===== src/rtl/lcx_seq_pkg.sv =====
// Package: lcx_seq_pkg
// Shared constants for the lifecycle transition sequencer.
// Contents: the sparse state code, the step index map and the error bit positions.
// Assumes: 4-bit state indices are protected by a 7-bit Hamming code,
// which gives a minimum distance of 3 between legal codes.
package lcx_seq_pkg;

    localparam int ST_W      = 7;
    localparam int NUM_STEPS = 7;
    localparam int NUM_ST    = 15;
    localparam int ERR_W     = 3;

    localparam int ERR_STEP  = 0;
    localparam int ERR_TOK   = 1;
    localparam int ERR_FATAL = 2;

    localparam int S_CLK  = 0;
    localparam int S_INC  = 1;
    localparam int S_PROG = 2;
    localparam int S_CHK  = 3;
    localparam int S_HASH = 4;
    localparam int S_WIPE = 5;
    localparam int S_WR   = 6;

    // Maps a 4-bit state index to its 7-bit protected code.
    function automatic logic [ST_W-1:0] st_code(input logic [3:0] d);
        return {d, d[1]^d[2]^d[3], d[0]^d[2]^d[3], d[0]^d[1]^d[3]};
    endfunction

    localparam logic [ST_W-1:0] ST_RESET  = st_code(4'd1);
    localparam logic [ST_W-1:0] ST_IDLE   = st_code(4'd2);
    localparam logic [ST_W-1:0] ST_CLKSW  = st_code(4'd3);
    localparam logic [ST_W-1:0] ST_CINC   = st_code(4'd4);
    localparam logic [ST_W-1:0] ST_CPROG  = st_code(4'd5);
    localparam logic [ST_W-1:0] ST_TCHK   = st_code(4'd6);
    localparam logic [ST_W-1:0] ST_HASH   = st_code(4'd7);
    localparam logic [ST_W-1:0] ST_WIPE   = st_code(4'd8);
    localparam logic [ST_W-1:0] ST_TOK0   = st_code(4'd9);
    localparam logic [ST_W-1:0] ST_TOK1   = st_code(4'd10);
    localparam logic [ST_W-1:0] ST_WRITE  = st_code(4'd11);
    localparam logic [ST_W-1:0] ST_POST   = st_code(4'd12);
    localparam logic [ST_W-1:0] ST_SCRAP  = st_code(4'd13);
    localparam logic [ST_W-1:0] ST_ESC    = st_code(4'd14);
    localparam logic [ST_W-1:0] ST_INV    = st_code(4'd15);

    // The state in which each helper step is running, by step index.
    localparam logic [ST_W-1:0] STEP_ST [NUM_STEPS] =
        '{ST_CLKSW, ST_CINC, ST_CPROG, ST_TCHK, ST_HASH, ST_WIPE, ST_WRITE};

endpackage


===== src/rtl/lcx_seq_decode.sv =====
// Module: lcx_seq_decode
// Decodes the state register.
// Outputs: whether the value is one of the legal codes, and which helper
// step, if any, is running.
// Assumes: legal codes are indices 1..NUM_ST of lcx_seq_pkg::st_code.
module lcx_seq_decode
    import lcx_seq_pkg::*;
(
    input  logic [ST_W-1:0]      state_i,
    output logic                 legal_o,
    output logic [NUM_STEPS-1:0] go_o
);

    logic [NUM_ST-1:0] hit;

    // One comparator per legal code.
    for (genvar i = 0; i < NUM_ST; i++) begin : g_legal
        assign hit[i] = (state_i == st_code(4'(i + 1)));
    end

    // One start level per helper step.
    for (genvar k = 0; k < NUM_STEPS; k++) begin : g_go
        assign go_o[k] = (state_i == STEP_ST[k]);
    end

    assign legal_o = |hit;

endmodule


===== src/rtl/lcx_seq_next.sv =====
// Module: lcx_seq_next
// Next-state logic of the transition sequencer.
// Outputs: the next state and the error flags to set on this edge.
// Assumes: legal_i comes from lcx_seq_decode. Inputs are synchronous to
// the sequencer clock.
module lcx_seq_next
    import lcx_seq_pkg::*;
(
    input  logic [ST_W-1:0]      state_i,
    input  logic                 legal_i,
    input  logic                 req_i,
    input  logic                 rma_i,
    input  logic                 scrap_i,
    input  logic                 invalid_i,
    input  logic                 esc_i,
    input  logic [NUM_STEPS-1:0] done_i,
    input  logic [NUM_STEPS-1:0] err_i,
    input  logic [1:0]           tok_ok_i,
    output logic [ST_W-1:0]      next_o,
    output logic [ERR_W-1:0]     set_err_o,
    output logic                 capture_o
);

    logic unused_clk_err;
    assign unused_clk_err = err_i[S_CLK];

    // Transition rules, in priority order: illegal code, escalation, then per state.
    always_comb begin
        next_o    = state_i;
        set_err_o = '0;
        capture_o = 1'b0;
        if (!legal_i) begin
            next_o               = ST_INV;
            set_err_o[ERR_FATAL] = 1'b1;
        end else if (esc_i && state_i != ST_RESET && state_i != ST_SCRAP) begin
            next_o = ST_ESC;
        end else begin
            unique case (state_i)
                ST_RESET: next_o = ST_IDLE;
                ST_IDLE: begin
                    if (invalid_i) begin
                        next_o               = ST_INV;
                        set_err_o[ERR_FATAL] = 1'b1;
                    end else if (scrap_i) begin
                        next_o = ST_SCRAP;
                    end else if (req_i) begin
                        next_o    = ST_CLKSW;
                        capture_o = 1'b1;
                    end
                end
                ST_CLKSW: if (done_i[S_CLK]) next_o = ST_CINC;
                ST_CINC: begin
                    if (err_i[S_INC]) begin
                        next_o              = ST_POST;
                        set_err_o[ERR_STEP] = 1'b1;
                    end else if (done_i[S_INC]) next_o = ST_CPROG;
                end
                ST_CPROG: begin
                    if (err_i[S_PROG]) begin
                        next_o              = ST_POST;
                        set_err_o[ERR_STEP] = 1'b1;
                    end else if (done_i[S_PROG]) next_o = ST_TCHK;
                end
                ST_TCHK: begin
                    if (err_i[S_CHK]) begin
                        next_o              = ST_POST;
                        set_err_o[ERR_STEP] = 1'b1;
                    end else if (done_i[S_CHK]) next_o = ST_HASH;
                end
                ST_HASH: begin
                    if (err_i[S_HASH]) begin
                        next_o              = ST_POST;
                        set_err_o[ERR_STEP] = 1'b1;
                    end else if (done_i[S_HASH]) next_o = rma_i ? ST_WIPE : ST_TOK0;
                end
                ST_WIPE: begin
                    if (err_i[S_WIPE] || done_i[S_WIPE]) next_o = ST_TOK0;
                    set_err_o[ERR_STEP] = err_i[S_WIPE];
                end
                ST_TOK0: begin
                    next_o = tok_ok_i[0] ? ST_TOK1 : ST_POST;
                    set_err_o[ERR_TOK] = !tok_ok_i[0];
                end
                ST_TOK1: begin
                    next_o = (&tok_ok_i) ? ST_WRITE : ST_POST;
                    set_err_o[ERR_TOK] = !(&tok_ok_i);
                end
                ST_WRITE: begin
                    if (err_i[S_WR]) begin
                        next_o              = ST_POST;
                        set_err_o[ERR_STEP] = 1'b1;
                    end else if (done_i[S_WR]) next_o = ST_POST;
                end
                default: next_o = state_i;
            endcase
        end
    end

endmodule


===== src/rtl/lcx_ctrl_seq.sv =====
// Module: lcx_ctrl_seq
// Lifecycle transition sequencer top.
// Holds the sparse-coded state register, the captured RMA flag and the
// sticky error flags.
// Assumes: all inputs are synchronous to clk_i. Helpers hold their done or
// error flag until the state moves on, or pulse it for one cycle.
module lcx_ctrl_seq
    import lcx_seq_pkg::*;
#(
    parameter int ESC_W = 2
) (
    input  logic                 clk_i,
    input  logic                 rst_ni,
    input  logic                 req_i,
    input  logic                 req_rma_i,
    input  logic                 lc_scrap_i,
    input  logic                 lc_invalid_i,
    input  logic [ESC_W-1:0]     esc_i,
    input  logic [NUM_STEPS-1:0] step_done_i,
    input  logic [NUM_STEPS-1:0] step_err_i,
    input  logic [1:0]           tok_ok_i,
    output logic [ST_W-1:0]      state_o,
    output logic [NUM_STEPS-1:0] step_go_o,
    output logic [ERR_W-1:0]     err_o
);

    logic [ST_W-1:0]  state_q;
    logic [ST_W-1:0]  state_d;
    logic             rma_q;
    logic [ERR_W-1:0] err_q;
    logic [ERR_W-1:0] err_set;
    logic             legal;
    logic             capture;

    lcx_seq_decode u_dec (
        .state_i (state_q),
        .legal_o (legal),
        .go_o    (step_go_o)
    );

    lcx_seq_next u_nxt (
        .state_i   (state_q),
        .legal_i   (legal),
        .req_i     (req_i),
        .rma_i     (rma_q),
        .scrap_i   (lc_scrap_i),
        .invalid_i (lc_invalid_i),
        .esc_i     (|esc_i),
        .done_i    (step_done_i),
        .err_i     (step_err_i),
        .tok_ok_i  (tok_ok_i),
        .next_o    (state_d),
        .set_err_o (err_set),
        .capture_o (capture)
    );

    // State, RMA flag and sticky error registers.
    always_ff @(posedge clk_i) begin
        if (!rst_ni) begin
            state_q <= ST_RESET;
            rma_q   <= 1'b0;
            err_q   <= '0;
        end else begin
            state_q <= state_d;
            err_q   <= err_q | err_set;
            if (capture) rma_q <= req_rma_i;
        end
    end

    assign state_o = state_q;
    assign err_o   = err_q;

endmodule


===== config.mk =====
export PLATFORM = sky130hd
export DESIGN_NAME = lcx_ctrl_seq
export DESIGN_NICKNAME = d
export VERILOG_FILES = /design/src/rtl/lcx_seq_pkg.sv /design/src/rtl/lcx_seq_decode.sv /design/src/rtl/lcx_seq_next.sv /design/src/rtl/lcx_ctrl_seq.sv
export SDC_FILE = /design/constraint.sdc
export NUM_CORES = 1
export LEC_CHECK = 0
export BUFFER_PORTS_ARGS = -buffer_cell sky130_fd_sc_hd__clkbuf_2
export CAP_MARGIN = 30
export CORE_ASPECT_RATIO = 1.4
export CORE_MARGIN = 1.5
export CORE_UTILIZATION = 49
export DETAILED_ROUTE_END_ITERATION = 6
export PLACE_DENSITY = 0.77
export SYNTH_ARGS = -nofsm -noshare
export SYNTH_HDL_FRONTEND = slang
export SYNTH_HIERARCHICAL = 1
export SYNTH_SLANG_ARGS = --single-unit

===== constraint.sdc =====
create_clock -name clk_i -period 2.2 [get_ports clk_i]
set_input_delay 0.44 -clock clk_i [delete_from_list [all_inputs] [get_ports clk_i]]
set_output_delay 0.44 -clock clk_i [all_outputs]
set_load 0.1 [all_outputs]

After elaboration in Yosys (flattened, before gate mapping)
Cells that the tools add are included.
{"block": "op_classes", "shifts": 0, "muxes": 39, "n_div": 0, "multipliers": 0, "reduce_logical": 12, "add_sub_neg": 0, "bitwise": 1, "eq_ne": 34, "order_cmp": 0}
{"cell": "$mux W7", "n": 17}
{"cell": "$pmux W7 S11", "n": 1}
{"cell": "$eq A7 B7 Y1 const B", "n": 8}
{"cell": "$eq A7 B6 Y1 const B", "n": 4}
{"cell": "$ne A5 B5 Y1 const B", "n": 5}
{"cell": "$ne A4 B3 Y1 const B", "n": 5}
{"cell": "$reduce_and A9 Y1", "n": 2}
{"cell": "$reduce_or A15 Y1", "n": 1}
{"cell": "$eq A7 B5 Y1 const B", "n": 2}
{"cell": "$mux W1", "n": 14}
{"cell": "$ne A13 B13 Y1 const B", "n": 1}
{"cell": "$mux W6", "n": 2}
{"cell": "$reduce_bool A12 Y1", "n": 1}
{"cell": "$ne A4 B4 Y1 const B", "n": 2}
{"cell": "$eq A7 B4 Y1 const B", "n": 1}
{"cell": "$ne A7 B4 Y1 const B", "n": 1}
{"cell": "$ne A7 B7 Y1 const B", "n": 1}
{"cell": "$ne A6 B6 Y1 const B", "n": 1}
{"cell": "$pmux W1 S6", "n": 1}
{"cell": "$ne A5 B4 Y1 const B", "n": 1}
{"cell": "$mux W4", "n": 1}
{"cell": "$reduce_and A2 Y1", "n": 2}
{"cell": "$mux W3", "n": 1}
{"cell": "$ne A3 B1 Y1 const B", "n": 1}
{"cell": "8 further kinds", "n": 10}
{"block": "totals", "input_bits": 24, "mem_bits_rw": 0, "reg_bits": 11, "romBits": 0, "latch_bits": 0, "elab_cells": 90, "output_inout_bits": 17, "mem_count": 0}

Longest topological paths before layout
Gate-level depths: netlist (run 1).
{"block": "logic_depth", "depth_word": 6, "depth_mapped": 11, "depth_no_buf": 9}

By module
The synthesis (run 1) kept the hierarchy.
{"module": "lcx_seq_next", "n_inst": 1, "seq_area_each_um2": 0.0, "area_each_um2": 1074.8, "cells_per_inst": 162}
{"module": "lcx_seq_decode", "n_inst": 1, "seq_area_each_um2": 0.0, "area_each_um2": 317.8, "cells_per_inst": 49}
{"module": "lcx_ctrl_seq", "n_inst": 1, "seq_area_each_um2": 220.2, "area_each_um2": 316.6, "cells_per_inst": 25}

Least setup slack after synthesis (run 1)
No wires, ideal clock.
{"block": "synth_path", "path_kind": "register to output", "start": "register state_q[4] (netlist: state_o[4])", "end": "output port step_go_o[0]", "t_required_ps": 1760, "n_path_buf": 1, "t_arrival_ps": 4379, "slack_ps": -2619, "path_stages_with_launch": 4, "path_cell_list": "dfxtp_1 > buf_2 > nand2_1 > nor4_1"}
{"block": "synth_via", "elab_chain_cells": 1}
{"item": "start: declaration", "line_no": "lcx_ctrl_seq.sv:27", "source": "logic [ST_W-1:0] state_q;"}
{"item": "start signal: assignment", "line_no": "lcx_ctrl_seq.sv:64", "source": "state_q <= state_d;"}
{"item": "$eq A7 B5 Y1", "line_no": "lcx_seq_decode.sv:23", "source": "assign go_o[k] = (state_i == STEP_ST[k]);"}
{"item": "end: declaration", "line_no": "lcx_ctrl_seq.sv:23", "source": "output logic [NUM_STEPS-1:0] step_go_o,"}
No other way between the ends.

Final worst setup path (run 1)
{"block": "layout_path", "start": "register state_q[6] (netlist: state_o[6])", "end": "register rma_q"}
{"block": "layout_via", "elab_cells_between_ends": 23, "cone_classes": "eq/ne (17); mux (3); reduce/logical (3)"}
{"item": "$eq A7 B5 Y1 (tied with other cells)", "line_no": "lcx_seq_decode.sv:18", "source": "assign hit[i] = (state_i == st_code(4'(i + 1)));"}
{"item": "$reduce_or A15 Y1 (*)", "line_no": "lcx_seq_decode.sv:26", "source": "assign legal_o = |hit;"}
{"item": "named net legal", "line_no": "lcx_ctrl_seq.sv:32", "source": "logic legal;"}
{"item": "$mux W1 (*)", "line_no": "lcx_seq_next.sv:32", "source": "if (!legal_i) begin"}
{"item": "named net capture", "line_no": "lcx_ctrl_seq.sv:33", "source": "logic capture;"}
{"item": "end signal: assignment", "line_no": "lcx_ctrl_seq.sv:66", "source": "if (capture) rma_q <= req_rma_i;"}
{"item": "end: declaration", "line_no": "lcx_ctrl_seq.sv:29", "source": "logic rma_q;"}
The timed path passes the listed nets; every way through them passes the cells marked *.
A chain may end at the register's enable or synchronous reset.

==> summary.txt, run 1 <==
Run status
  – Status: complete, but fails checks
  – Failing checks: negative setup slack

Floorplanning
  – Die area: a little under 0.004 mm^2
  – I/O pin cnt: between 40 and 50
  – Initial cell density of the core: 0.511
  – DIE WIDTH: 52.9 um
  – Standard-cell row count: 25
  – Core Area: 0.00335 mm^2
  – Die Ht: around 73 um

Route
  – Routed wl met3: 710 um
  – Vias/cell: around 7.0
  – DRC: 0
  – Initial DRC Count: approximately 170
  – Uppermost layer routed: met4
  – Total number of vias: around 2,600
  – Drt pass-1 iters: 5
  – Antenna Nets Post-Route: 0
  – DR WL met2: ~4.0 mm
  – Routed len/inst: between 20 and 25 um
  – Routed WL: 8.10 mm
  – Metal-1 WL: 2.71 mm

Setup path
  – CP endpoint kind: register
  – Worst Path Required: roughly 2.3 ns
  – Most frequent CP cell: buf_6
  – CP Max Fanout: 11
  – CP Cell Sequence: buf_6 -> nor4bb_1 -> a31oi_1 -> o22ai_2 -> or4_4 -> inv_4 -> a21o_1 -> buf_6 -> nor2_4 -> mux2i_1 -> nor2b_1
  – CP top delay family: simple AND/OR/NAND/NOR gates
  – Startpoint class of the critical path: register
  – Crit path max-delay cell type: or4_4
  – CP Class: reg2reg
  – Critical path's largest stage delay: roughly 0.48 ns
  – CP Data Arrival Time: 2.41 ns
  – Worst Path Buf+Inv: 3

Yosys
  – Synth Area in XOR/XNOR: 0
  – Post-synth EDFFs: 0
  – Mean area per synthesized cell: slightly above 7 um^2
  – Compound-cell area share of the yosys netlist: 0.298
  – Most frequent cells after synthesis: 14 x nand2_1, 14 x nor2_1, 12 x nand2b_1, 12 x nor3_1, 11 x dfxtp_1
  – Yosys reg bits: 11
  – Post-synthesis cell area: roughly 0.0017 mm^2
  – Cell taking the most area after synthesis: dfxtp_1
  – Post-Syn Instances: ~240
  – Main combinational cell family by area after synthesis: simple AND/OR/NAND/NOR gates
  – Async SR Flop Fraction: 0
  – Main flop type after synthesis: dfxtp_1
  – Multiplexer area fraction after synthesis: 0.0117
  – Post-synth cell types: 71
  – Post-synthesis sequential area ratio: 0.129
  – Top-area cell type share of the netlist area: 0.129
  – Area contributors post-synth: dfxtp_1 13%, nand2b_1 4.4%, nor4_1 3.7%, nor3_1 3.5%, nand2_1 3.1%
  – Yosys warns: 6
  – Simple-Gate Fraction of Synth Area: 0.481
  – Syn_nets: 260
  – Adder-Cell Fraction of Synth Area: 0

Clocking
  – CTS sink cnt: 11
  – Inserted Clock Buffers: 3
  – Clk_lat worst skew: 0.24 ns
  – Number of H-tree levels: 1
  – Clk buf depth: 2
  – CTS root buffer: clkbuf_8
  – CTS tree: yes
  – Clock slew at reported path FFs: 0.05 ns
  – Cts hold-fix bufs: 0

Finish
  – # fillers: 204
  – Area added between synthesis and finish: 63.0%
  – Final nets: 353
  – Antenna Cells: 0
  – Layout cells sized above 1: 0.476
  – Final Util: 0.832

Timing
  – Slew of the pin with the lowest slew margin: ~0.55 ns
  – Max-slew violations: 0
  – RSZ-0062 raised after global routing: true
  – Fin. Hold Viols: 0
  – TNS Setup: -0.340 ns
  – Final setup viols: 9
  – Minimum clock period: around 2.3 ns
  – Fin crit share: 1.04
  – Hold WS: about 0.45 ns
  – Worst Skew: roughly 0.00077 ns
  – Fmax: approximately 0.44 GHz
  – Max transition margin: 0.634
  – Setup WS post-layout: -0.0814 ns

Placed design
  – Routability cong.: between 0.9 and 1
  – DP HPWL: ~5.2 mm
  – # port buffers: 39

Global route
  – Largest net degree at the start of global routing: 20
  – GRT Residual Overflow: 0
  – Global-route wire length before repair: between 10 and 15 mm
  – Initial antenna violation count: 0
  – Total GRT Usage: 0.383
  – Vias in the first global route: 2,320

Power
  – Pwr Total: about 0.89 mW
  – P_leak: approximately 1.1 nW
  – Cell Pwr Density: about 320 mW/mm^2
  – Max VDD drop: around 0.55 mV

Job
  – MaxCap Viol Count: 0

Min path
  – Worst Hold Class: reg2reg
[routing by layer]
metal,GRT usage,vias up
li1,-,1115
met1,0.425,1186
met2,0.674,209
met3,0.0594,67
met4,0.217,0
met5,0,-
[worst register-to-register path: stages, from the launching register on]
cell and delay, ns:
dfxtp_4 0.37, buf_6 0.15, nor4bb_1 0.14, a31oi_1 0.28
o22ai_2 0.13, or4_4 0.48, inv_4 0.09, a21o_1 0.12
buf_6 0.13, nor2_4 0.03, mux2i_1 0.17, nor2b_1 0.07
[per-stage QoR]
step                      std cells  instance area, um^2  worst slack (ns)
after floorplan                 236                 1860             -1.05
after global placement          353                 2530           -0.0640
after detailed placement        353                 2530           -0.0822
after CTS                       363                 2650           -0.0114
after global routing            368                 2790            -0.211
final                           368                 2790           -0.0814
[worst paths after layout]
check	to	slack [ns]	cells after the start	startpoint
min reg2reg	err_o[1]$_SDFF_PN0_	0.45	1	err_o[1]$_SDFF_PN0_
max reg2reg	rma_q$_SDFFE_PN0P_	-0.08	11	state_o[6]$_SDFF_PN0_
min	err_o[1]$_SDFF_PN0_	0.45	1	err_o[1]$_SDFF_PN0_
max	rma_q$_SDFFE_PN0P_	-0.08	11	state_o[6]$_SDFF_PN0_
[state kept, by name, summed over array words and instances (netlist names)]
register,flops
state_o,7
err_o,3
rma_q,1
[where the power goes]
group	switching, mW	total [mW]	internal, mW
sequential	0.0255	0.231	0.206
clock	0.0863	0.214	0.128
combinational	0.267	0.449	0.182
total	0.378	0.894	0.516
[kinds of logic (layout without fill, tap and decap cells)]
family | after synthesis | in the layout
AND/OR/NAND/NOR | 125 | 125
flip-flops | 11 | 11
AO/OA/AOI/OAI | 69 | 69
multiplexers | 2 | 2
buffers and inverters | 29 | 121
[cell type report]
cell class                 count  area (um^2)  area share
inverter                      10         40.0      0.0144
tap                           40         50.0      0.0180
multi-input combinational    196         1530       0.550
timing repair buffer         107          871       0.313
clock buffer                   4         45.0      0.0162
sequential                    11          246      0.0885
[cells in the final DEF, fill, tap and decap left out, drive strengths merged, types with 6 or more instances in the layout]
cell type / n
nor2: 14
inv: 10
nor3b: 7
o2111ai: 6
buf: 75
clkbuf: 36
dfxtp: 11
nor4: 11
nand3: 6
nor3: 13
nand2: 14
nand3b: 6
o21ai: 13
nand2b: 13
a21oi: 7
[repair_timing]
| action | CTS | global route |
|---|---|---|
| buffers inserted | 6 | 5 |
| endpoints found under the setup margin | 10 | 11 |
| cloned | 0 | 0 |
| pin swaps | 4 | 5 |
| resized for setup | 4 | 23 |
| hold endpoints to repair | 0 | 0 |
Power figures use the tool's default switching activity.
==> run 2: changes to the inputs <==
CORE_UTILIZATION = 37   (was 49)
PLACE_DENSITY = default   (was 0.77)
==> summary.txt, run 2 (synthesis gave the netlist of run 1 again) <==
Timing
  – Slew of the pin with the lowest slew margin: 0.542 ns (-0.00966 ns)
  – Final setup viols: 5 (-4)
  – Max transition margin: 0.640 (+0.00641)
  – RSZ-0062 raised after global routing: true
  – Max-slew violations: 0 (unchanged)
  – Fin crit share: 1.02 (-0.0169)
  – Minimum clock period: 2.24 ns (-0.0372 ns)
  – Fin. Hold Viols: 0 (unchanged)
  – Worst Skew: 0.000616 ns (-0.000151 ns)
  – Setup WS post-layout: -0.0442 ns (+0.0372 ns)
  – Fmax: 0.446 GHz (+1.7%)

Global route
  – GRT Residual Overflow: 0 (unchanged)
  – Largest net degree at the start of global routing: 24 (+20%)
  – Total GRT Usage: 0.259 (-0.124)
  – Vias in the first global route: 2,081 (-10%)
  – Global-route wire length before repair: 9.96 mm (-9.8%)
  – Initial antenna violation count: 0 (unchanged)

Finish
  – Max reg flops: 7 (unchanged)
  – Antenna Cells: 0 (unchanged)
  – Layout cells sized above 1: 0.494 (+0.0184)
  – Area added between synthesis and finish: 72.6%
  – Most frequent cells in the layout: 63 x buf_4, 32 x clkbuf_2, 13 x nand2_1
  – Final nets: 359 (+1.7%)
  – # fillers: 417 (+100%)
  – Commonest non-fill, non-tap cell in the layout: buf_4
  – Design area: 0.00295 mm^2 (+5.9%)

Route
  – Total number of vias: 2,304 (-11%)
  – Initial DRC Count: 106 (-37%)
  – Routed len/inst: 17.2 um (-22%)
  – Vias/cell: 5.82 (-17%)
  – Routed WL: 6.83 mm (-16%)
  – Antenna Nets Post-Route: 0 (unchanged)
  – DRC: 0 (unchanged)
  – Drt pass-1 iters: 4 (-1)

Clocking
  – CTS root buffer: clkbuf_8
  – CTS sink cnt: 11 (unchanged)
  – Clk buf depth: 2 (unchanged)
  – Number of H-tree levels: 1 (unchanged)
  – Cts hold-fix bufs: 0 (unchanged)
  – Clock slew at reported path FFs: 0.05 ns (about the same)
  – CTS tree: yes
  – Inserted Clock Buffers: 3 (unchanged)
  – Clk_lat worst skew: 0.23 ns (about the same)

Floorplanning
  – I/O pin cnt: 41 (unchanged)
  – Die area: 0.00504 mm^2 (+31%)
  – Standard-cell row count: 29 (+16%)
  – Initial cell density of the core: 0.380 (-0.131)
  – DIE WIDTH: 60.4 um (+14%)
  – Core Area: 0.00450 mm^2 (+34%)
  – Die Ht: 83.4 um (+14%)

Setup path
  – CP top delay family: simple AND/OR/NAND/NOR gates
  – CP Class: reg2reg
  – CP endpoint kind: register
  – Worst Path Buf+Inv: 2 (-1)
  – Worst Path Required: 2.37 ns (+0.04 ns)
  – Critical path's largest stage delay: 0.55 ns (+0.07 ns)
  – CP Data Arrival Time: 2.42 ns (about the same)
  – Startpoint class of the critical path: register
  – Crit path max-delay cell type: or4_4
  – CP Max Fanout: 8 (-3)
  – CP Cell Sequence: buf_12 -> buf_8 -> nor4bb_4 -> a31oi_1 -> o22ai_1 -> or4_4 -> o41ai_4 -> a211oi_2 -> o2111ai_1 -> a2bb2oi_1 -> nand2b_1

Placed design
  – DP HPWL: 5.06 mm (-2.1%)
  – # port buffers: 39 (unchanged)
  – Placement Cell Area: 0.00262 mm^2 (+3.5%)
  – Routability cong.: 0.934 (-2.9%)

Power
  – Cell Pwr Density: 296 mW/mm^2 (-7.8%)
  – P_leak: 1.21 nW (+6.0%)
  – Max VDD drop: 0.375 mV (-32%)
  – Pwr Total: 0.874 mW (-2.3%)

Run status
  – Status: complete, but fails checks
  – Failing checks: negative setup slack

Job
  – MaxCap Viol Count: 0 (unchanged)

Min path
  – Worst Hold Class: reg2reg
## run 2: changes by cell type in the layout (fill, tap and decap cells not counted), moves of 2 or more
cell	delta
buf_4	+4
nand2b_1	+2
nor4_1	-4
nor4_2	+3
o22ai_1	+3
o22ai_2	-2
## run 2: area by class of cell
| class | count | area (um^2) | share of cell area |
|---|---|---|---|
| tap | 62 | 77.6 | 0.0263 |
| timing repair buffer | 113 | 932 | 0.316 |
| inverter | 10 | 40.0 | 0.0136 |
| multi-input combinational | 196 | 1610 | 0.545 |
| clock buffer | 4 | 45.0 | 0.0153 |
| sequential | 11 | 246 | 0.0835 |
## run 2: power by group
| part | switching (mW) | internal [mW] |
|---|---|---|
| Clock | 0.0710 | 0.127 |
| Sequential | 0.0217 | 0.206 |
| Combinational | 0.254 | 0.194 |
| Total | 0.347 | 0.527 |
## run 2: stage by stage
stage                     std cells   util  setup TNS (ns)  setup WS, ns  hold WS [ns]
after floorplan                 236      -           -9.95         -1.05         0.506
after global placement          383  0.583          -0.140       -0.0535         0.435
after detailed placement        383  0.583          -0.145       -0.0515         0.442
after CTS                       389  0.600         -0.0110      -0.00686         0.453
after global routing            396  0.656          -0.484       -0.0916         0.471
final                           396  0.656          -0.141       -0.0442         0.458
## run 2: final timing paths
| kind | from | to | slack, ns | cells past startpoint |
|---|---|---|---|---|
| worst max register to register | state_o[6]$_SDFF_PN0_ | state_o[3]$_SDFF_PN1_ | -0.04 | 11 |
| worst min-delay path | err_o[1]$_SDFF_PN0_ | err_o[1]$_SDFF_PN0_ | 0.46 | 1 |
| worst min register to register | err_o[1]$_SDFF_PN0_ | err_o[1]$_SDFF_PN0_ | 0.46 | 1 |
| worst max-delay path | state_o[6]$_SDFF_PN0_ | state_o[3]$_SDFF_PN1_ | -0.04 | 11 |
## run 2: repair_timing
item | CTS | global route
setup buffers | 2 | 6
resized for setup | 4 | 33
endpoints found under the setup margin | 6 | 9
cloned | 0 | 1
pin swaps | 5 | 15
endpoints found under the hold margin | 0 | 0
## run 2: metal layers
layer | vias up | routed length, um | part of all wire | track usage
li1 | 1120 | - | - | -
met1 | 1088 | 2530 | 0.37 | 0.295
met2 | 81 | 3740 | 0.55 | 0.453
met3 | 15 | 316 | 0.046 | 0.0452
met4 | 0 | 231 | 0.034 | 0.113
met5 | - | 0 | 0 | 0
